==> src/rtl/ecc_log_pkg.sv <==
package ecc_log_pkg;
    localparam int QW_N   = 4;
    localparam int SYN_W  = 8;
    localparam int RANK_W = 2;
    localparam int BANK_W = 3;
    localparam int ROW_W  = 16;
    localparam int COL_W  = 12;
    localparam int LOG_W  = 64;
    localparam int QIDX_W = $clog2(QW_N);

    typedef struct packed {
        logic             ce;
        logic             ue;
        logic [LOG_W-1:0] log;
    } log_state_t;
endpackage

==> src/rtl/ecc_err_prio.sv <==
module ecc_err_prio #(
    parameter int QW_N   = 4,
    parameter int SYN_W  = 8,
    localparam int QIDX_W = $clog2(QW_N)
) (
    input  logic [QW_N-1:0]       ce_vld,
    input  logic [QW_N-1:0]       ue_vld,
    input  logic [QW_N*SYN_W-1:0] syn_in,
    output logic                  hit,
    output logic                  sel_ue,
    output logic [QIDX_W-1:0]     sel_idx,
    output logic [SYN_W-1:0]      sel_syn
);
    localparam int REQ_N = 2 * QW_N;

    logic [REQ_N-1:0] req;
    logic [REQ_N-1:0] grant;
    logic [QW_N-1:0]  qw_pick;

    // Lower request index means higher priority: uncorrectable first.
    assign req   = {ce_vld, ue_vld};
    assign grant = req & (~req + REQ_N'(1));
    assign hit   = |req;
    assign sel_ue = |grant[QW_N-1:0];

    generate
        for (genvar q = 0; q < QW_N; q++) begin : g_pick
            assign qw_pick[q] = grant[q] | grant[q+QW_N];
        end
    endgenerate

    always_comb begin
        sel_idx = '0;
        sel_syn = '0;
        for (int q = 0; q < QW_N; q++) begin
            if (qw_pick[q]) begin
                sel_idx = QIDX_W'(q);
                sel_syn = syn_in[q*SYN_W +: SYN_W];
            end
        end
    end
endmodule

==> src/rtl/ecc_log_pack.sv <==
module ecc_log_pack #(
    parameter int SYN_W  = 8,
    parameter int QIDX_W = 2,
    parameter int RANK_W = 2,
    parameter int BANK_W = 3,
    parameter int ROW_W  = 16,
    parameter int COL_W  = 12,
    parameter int LOG_W  = 64
) (
    input  logic              sel_ue,
    input  logic [QIDX_W-1:0] sel_idx,
    input  logic [SYN_W-1:0]  sel_syn,
    input  logic [RANK_W-1:0] rank_in,
    input  logic [BANK_W-1:0] bank_in,
    input  logic [ROW_W-1:0]  row_in,
    input  logic [COL_W-1:0]  col_in,
    output logic [LOG_W-1:0]  word
);
    localparam int SYN_LSB  = LOG_W - SYN_W;
    localparam int TYPE_BIT = SYN_LSB - 1;
    localparam int QIDX_LSB = TYPE_BIT - QIDX_W;
    localparam int RANK_LSB = QIDX_LSB - RANK_W;
    localparam int BANK_LSB = RANK_LSB - BANK_W;
    localparam int ROW_LSB  = BANK_LSB - ROW_W;
    localparam int COL_LSB  = ROW_LSB - COL_W;

    always_comb begin
        word = '0;
        word[SYN_LSB  +: SYN_W]  = sel_syn;
        word[TYPE_BIT]           = sel_ue;
        word[QIDX_LSB +: QIDX_W] = sel_idx;
        word[RANK_LSB +: RANK_W] = rank_in;
        word[BANK_LSB +: BANK_W] = bank_in;
        word[ROW_LSB  +: ROW_W]  = row_in;
        word[COL_LSB  +: COL_W]  = col_in;
    end
endmodule

==> src/rtl/ecc_first_err_log.sv <==
module ecc_first_err_log
    import ecc_log_pkg::*;
(
    input  logic                  clk,
    input  logic                  rst_n,
    input  logic [QW_N-1:0]       ce_vld,
    input  logic [QW_N-1:0]       ue_vld,
    input  logic [QW_N*SYN_W-1:0] syn_in,
    input  logic [RANK_W-1:0]     rank_in,
    input  logic [BANK_W-1:0]     bank_in,
    input  logic [ROW_W-1:0]      row_in,
    input  logic [COL_W-1:0]      col_in,
    input  logic                  clr_ce,
    input  logic                  clr_ue,
    output logic [LOG_W-1:0]      log_q,
    output logic                  ce_flag,
    output logic                  ue_flag
);
    log_state_t        st_d, st_q;
    logic              hit, sel_ue;
    logic [QIDX_W-1:0] sel_idx;
    logic [SYN_W-1:0]  sel_syn;
    logic [LOG_W-1:0]  new_word;
    logic              ce_hold, ue_hold;

    ecc_err_prio #(.QW_N(QW_N), .SYN_W(SYN_W)) i_prio (
        .ce_vld (ce_vld),
        .ue_vld (ue_vld),
        .syn_in (syn_in),
        .hit    (hit),
        .sel_ue (sel_ue),
        .sel_idx(sel_idx),
        .sel_syn(sel_syn)
    );

    ecc_log_pack #(
        .SYN_W(SYN_W), .QIDX_W(QIDX_W), .RANK_W(RANK_W), .BANK_W(BANK_W),
        .ROW_W(ROW_W), .COL_W(COL_W), .LOG_W(LOG_W)
    ) i_pack (
        .sel_ue (sel_ue),
        .sel_idx(sel_idx),
        .sel_syn(sel_syn),
        .rank_in(rank_in),
        .bank_in(bank_in),
        .row_in (row_in),
        .col_in (col_in),
        .word   (new_word)
    );

    always_comb begin
        st_d    = st_q;
        ce_hold = st_q.ce & ~clr_ce;
        ue_hold = st_q.ue & ~clr_ue;
        // A new error beats a clear of the same flag.
        st_d.ce = ce_hold | (|ce_vld);
        st_d.ue = ue_hold | (|ue_vld);
        if (hit && !(ce_hold || ue_hold)) begin
            st_d.log = new_word;
        end
    end

    always_ff @(posedge clk) begin
        if (!rst_n) begin
            st_q <= '0;
        end else begin
            st_q <= st_d;
        end
    end

    assign log_q   = st_q.log;
    assign ce_flag = st_q.ce;
    assign ue_flag = st_q.ue;

    assert_lock_R3: assert property (@(posedge clk) disable iff (!rst_n)
        ((ce_flag && !clr_ce) || (ue_flag && !clr_ue)) |=> $stable(log_q));

    assert_ue_set_R7: assert property (@(posedge clk) disable iff (!rst_n)
        (|ue_vld) |=> ue_flag);

    assert_ce_set_R8: assert property (@(posedge clk) disable iff (!rst_n)
        (clr_ce && (|ce_vld)) |=> ce_flag);

    assert_clear_R4: assert property (@(posedge clk) disable iff (!rst_n)
        (clr_ue && !(|ue_vld)) |=> !ue_flag);

    assert_upgrade_R9: assert property (@(posedge clk) disable iff (!rst_n)
        (ce_flag && !clr_ce && !ue_flag && (|ue_vld)) |=> (ue_flag && $stable(log_q)));
endmodule

==> config.mk <==
export PLATFORM = sky130hd
export DESIGN_NAME = ecc_first_err_log
export DESIGN_NICKNAME = d
export VERILOG_FILES = /design/src/rtl/ecc_log_pkg.sv /design/src/rtl/ecc_err_prio.sv /design/src/rtl/ecc_log_pack.sv /design/src/rtl/ecc_first_err_log.sv
export SDC_FILE = /design/constraint.sdc
export NUM_CORES = 1
export LEC_CHECK = 0
export BUFFER_PORTS_ARGS = -buffer_cell sky130_fd_sc_hd__clkbuf_2
export CAP_MARGIN = 10
export CORE_ASPECT_RATIO = 2
export CORE_MARGIN = 2
export CORE_UTILIZATION = 39
export DETAILED_ROUTE_END_ITERATION = 7
export PLACE_DENSITY_LB_ADDON = 0.12
export SLEW_MARGIN = 20
export SYNTH_ARGS = -nofsm -noshare
export SYNTH_HDL_FRONTEND = slang
export SYNTH_SLANG_ARGS = --single-unit
==> constraint.sdc <==
create_clock -name clk -period 1.8 [get_ports clk]
set_clock_uncertainty 0.05 [all_clocks]
set_input_delay 0.54 -clock clk [delete_from_list [all_inputs] [get_ports clk]]
set_output_delay 0.54 -clock clk [all_outputs]
set_load 0.02 [all_outputs]
==> results of run 1 <==
## area by class of cell
class                   count  area [µm²]  share of cell area
inverters                   5        18.8             0.00590
flip-flops and latches     46         921               0.289
clock inverters             2        12.5             0.00393
clock buffers               6         139              0.0436
repair buffers            148         818               0.257
well taps                  61        76.3              0.0240
multi-input cells         203        1200               0.376
## where the power goes
part / switching, W / internal (W)
Sequential: 0.0000406 / 0.00110
Combinational: 0.000355 / 0.000244
Clock: 0.000370 / 0.000549
Total: 0.000766 / 0.00189
## layout by cell type (no fill, tap or decap), types with 2 or more instances in the layout
cell / Yosys / routed
clkbuf_2: 0 / 122
nand2_1: 66 / 66
dfxtp_1: 46 / 46
a21boi_1: 33 / 33
buf_4: 21 / 25
conb_1: 1 / 20
o21ai_0: 12 / 12
a21oi_1: 9 / 9
o211ai_1: 8 / 8
nor3_1: 6 / 6
a21boi_0: 6 / 6
nand2b_1: 6 / 6
inv_1: 5 / 5
clkbuf_16: 0 / 5
o31ai_1: 4 / 4
o2111ai_1: 4 / 4
a32o_1: 4 / 4
o21a_1: 3 / 3
o211a_1: 3 / 3
nor4_4: 1 / 2
nor2b_1: 2 / 2
nor4b_1: 2 / 2
nor2_1: 2 / 2
and2_1: 2 / 2
## worst min-delay path by stage
stage,from,end,cells after the start
after detailed placement,log_q[41],log_q[41],2
after global routing,log_q[51],log_q[51],2
after global placement,log_q[41],log_q[41],2
final,log_q[41],log_q[41],2
after floorplan,log_q[25],log_q[25],2
after CTS,log_q[41],log_q[41],2
## stage by stage
step	hold slack [ps]	std cells	power, W
2_1_floorplan	481	291	0.00154
3_3_place_gp	389	463	0.00175
3_5_place_dp	394	463	0.00176
4_1_cts	402	471	0.00269
5_1_grt	422	471	0.00279
6_report	399	471	0.00266
## layer usage
layer	GRT usage	share of wire
met5	0	0
met4	0.0822	0.026
met3	0.0274	0.053
met2	0.406	0.59
met1	0.189	0.33
## timing repair
item,in CTS,in global routing
buffers inserted,0,0
hold endpoints to repair,0,0
endpoints found under the setup margin,0,9
resized for setup,0,1
## critical path, stage by stage
cell and delay, ps:
clkbuf_2 160, nor4b_1 620, o21a_1 310, o31ai_1 130, a21oi_1 140
## cell families after synthesis
| logic type | after synthesis | synth area share |
|---|---|---|
| AO/OA/AOI/OAI | 91 | 0.287 |
| AND/OR/NAND/NOR | 92 | 0.193 |
| other | 1 | 0.00163 |
| flip-flops | 46 | 0.399 |
| buffers and inverters | 42 | 0.120 |
## state kept, by name (all words and copies together), names as in the netlist
name and cells:
ue_flag 1, ce_flag 1, log_q 44
==> flow_summary.toml, run 1 <==
[timing]
timing.final.crit_period_ps = 1730
fin_crit_sh = 0.959
worst_slew_pin_slew_ps = 632
max_freq_mhz = 579
slew_headroom = 0.573
hold_viol = 0
tns_ps = 0
slew_violations = 0
finalWorstSetupSlack_ps = 73.8
setup_viol = 0
grt_setup_unrepaired = "no"

[critical_path]
worst-path-max-fanout = 6
reg2reg_slack_ps = 300
r2r.worst_path.cells = 5
worstSetupStartpoint = "ue_vld[3]"
critPathKind = "in -> reg"
critPathLaunchType = "input pin"
critPathCaptureType = "flop"
reg2reg_from = "ce_flag"
worst_r2r_endpoint = "log_q[33]"
arrival_ps = 1890
endpoint = "log_q[57]"
worstPathRequired_ps = 1970

[route]
viasPerCell = 5.01
finalWirelength_mm = 6.45
drt_first_pass_iters = 4
remaining_drc_errors = 0
ant_nets = 0
vias = 2358
drtIter0Drc = 75
wire_per_inst_um = 13.7

[global_routing]
overflow = 0
grt_pass1_vias = 2263
grt_pass1_wl_mm = 10.3
grt_max_degree = 26
antenna_found_initial = 0
grt_usage = 0.202

[placed_design]
dp_hpwl_mm = 5.32
placed_area_um2 = 3020
portBuffers = 122
place_congestion = 0.903
pre_cts_ws_ps = -190

[clock_network]
cts_sinks = 46
cts_buffers = 5
clock_path_buffers = 2
htree_levels = 2
ctsHoldBuffers = 0
clkLatencyLatePin_ps = 280
clkTransAtPathRegs_ps = 60
clockRootBuffer = "clkbuf_16"
cts_tree = "done"

[floorplan]
fp.dieArea_um2 = 6580
coreArea_um2 = 5710
initial_core_util = 0.404
ioPinCount = 143
die_w_um = 58.4
die_h_um = 113
rows = 39

[cells_and_area]
drive_gt1_frac = 0.398
post-route-util = 0.558
area_growth_syn_to_layout_pct = 38.0
final_area_um2 = 3180
nets = 486
n_antenna_cell = 0
fillers = 573

[min_path]
hp-class = "reg -> reg"

[synthesis]
yosys_register_bits = 46
synth.distinct_cells = 35
yosysTopAreaCell = "dfxtp_1"
synth_most_common_cell = "nand2_1"
postSynthCellCount = 272
synthTopCellsByCount = "66 x nand2_1, 46 x dfxtp_1, 33 x a21boi_1, 21 x buf_4, 12 x o21ai_0"
synthArstFlopShare = 0
netlist.area_leader.share = 0.399
synth.avg_cell_area_um2 = 8.48
yosysSeqAreaShare = 0.399
synth_warnings = 0
synth_area_um2 = 2310
synth_edf_count = 0
synth-main-ff-cell = "dfxtp_1"
synth.area.top_cells = "dfxtp_1 40%, a21boi_1 11%, nand2_1 11%"

[pwr]
p_per_area_nw_per_um2 = 834
ir_drop_mv = 0.813
p_leak_nw = 1.58

[job]
cap_violations = 0

[outcome]
outcome = "complete, no violations"
No activity file was read; power rests on OpenSTA's default activity.
==> run 2, diff against run 1 <==
--- a/config.mk
+++ b/config.mk
@@ -11,7 +11,8 @@
 export CORE_MARGIN = 2
 export CORE_UTILIZATION = 39
 export DETAILED_ROUTE_END_ITERATION = 7
-export PLACE_DENSITY_LB_ADDON = 0.12
+export HOLD_SLACK_MARGIN = 0.15
+export PLACE_DENSITY_LB_ADDON = 0.2
 export SLEW_MARGIN = 20
 export SYNTH_ARGS = -nofsm -noshare
 export SYNTH_HDL_FRONTEND = slang
==> flow_summary.toml, run 2 (synthesis results as in run 1) <==
[outcome]
outcome = "complete, no violations"

[global_routing]
grt_pass1_wl_mm = 9.74
overflow = 0
grt_usage = 0.189
grt_pass1_vias = 2263
antenna_found_initial = 0
grt_max_degree = 27

[cells_and_area]
stdcell_count = 470
multiInputGateArea_um2 = 1190
largest_register_ffs = 44
layout_common_cells = "122 x clkbuf_2, 66 x nand2_1, 46 x dfxtp_1"
nets = 485
regArea_um2 = 921
post-route-util = 0.557
fillers = 578
drive_gt1_frac = 0.396
final_common_cell = "clkbuf_2"
n_antenna_cell = 0
area_growth_syn_to_layout_pct = 37.9

[floorplan]
coreArea_um2 = 5710
initial_core_util = 0.404
die_h_um = 113
ioPinCount = 143
rows = 39
die_w_um = 58.4
fp.dieArea_um2 = 6580

[job]
cap_violations = 0

[clock_network]
clkTransAtPathRegs_ps = 60
htree_levels = 2
ctsHoldBuffers = 0
cts_tree = "done"
cts_sinks = 46
clockRootBuffer = "clkbuf_16"
postCtsResizedCells = 0
cts_setup_buffers = 0
clock_path_buffers = 2
clkLatencyLatePin_ps = 280
cts_buffers = 5

[critical_path]
arrival_ps = 1820
critPathCaptureType = "flop"
r2r.worst_path.cells = 5
critPathKind = "in -> reg"
worst-path-max-fanout = 6
critPathLaunchType = "input pin"
worstPathRequired_ps = 1970

[placed_design]
placed_cells = 462
place_congestion = 0.872
dp_hpwl_mm = 5.11
portBuffers = 122

[min_path]
hp-class = "reg -> reg"
hold_depth = 2

[pwr]
sw_frac_of_total = 0.284
p_leak_nw = 1.58
power.internal_w = 0.00189
ir_drop_mv = 0.921
switching_power_w = 0.000748
p_seq_frac = 0.430
total_power_w = 0.00264
clockPowerShare = 0.344
p_per_area_nw_per_um2 = 829
combPwrFrac = 0.226

[route]
wire_per_inst_um = 13.3
drt_first_pass_iters = 4
finalWirelength_mm = 6.25
viasPerCell = 4.99
ant_nets = 0
remaining_drc_errors = 0
drtIter0Drc = 47
vias = 2347

[timing]
hold_viol = 0
setup_viol = 0
grt_setup_unrepaired = "no"
slew_violations = 0
fin_crit_sh = 0.914
timing.final.crit_period_ps = 1650
max_freq_mhz = 608
[run 2: worst paths after layout]
kind                  start  slack (ps)   endpoint
hold reg to reg   log_q[25]         400  log_q[25]
hold / removal    log_q[25]         400  log_q[25]
setup / recovery  ue_vld[3]         150  log_q[63]
setup reg to reg    ce_flag         290  log_q[29]
[run 2: power groups by stage]
stage	clock network, W	registers (W)	logic, W
after global placement	0	0.00116	0.000593
final	0.000907	0.00113	0.000595
after CTS	0.000942	0.00114	0.000600
after detailed placement	0	0.00116	0.000599
after floorplan	0	0.00125	0.000293
after global routing	0.000966	0.00114	0.000653
[run 2: layer usage]
metal / global-route usage / vias to the layer above / wire length, µm
met5: 0 / - / 0
met4: 0.102 / 0 / 256
met3: 0.0309 / 21 / 364
met2: 0.365 / 97 / 3500
met1: 0.176 / 1051 / 2130
li1: - / 1178 / -
[run 2: critical path, stage by stage]
cell and delay [ps]:
clkbuf_2 150, or4b_4 570, and2_4 180, o2111ai_1 190, a32o_1 190
[run 2: cell type report]
type	count	area share
clock buffers	7	0.0448
clock inverters	1	0.00157
well taps	61	0.0240
flip-flops and latches	46	0.289
multi-input cells	203	0.376
repair buffers	147	0.259
inverters	5	0.00590
[run 2: metrics by stage]
step                      hold WS, ps  setup TNS, ps  cell area [µm²]  setup slack (ps)
final                             400              0             3180               155
after global placement            389          -3560             3030              -172
after detailed placement          394          -4280             3030              -173
after CTS                         403              0             3180               123
after floorplan                   481              0             2380              9.12
after global routing              414              0             3180              61.4
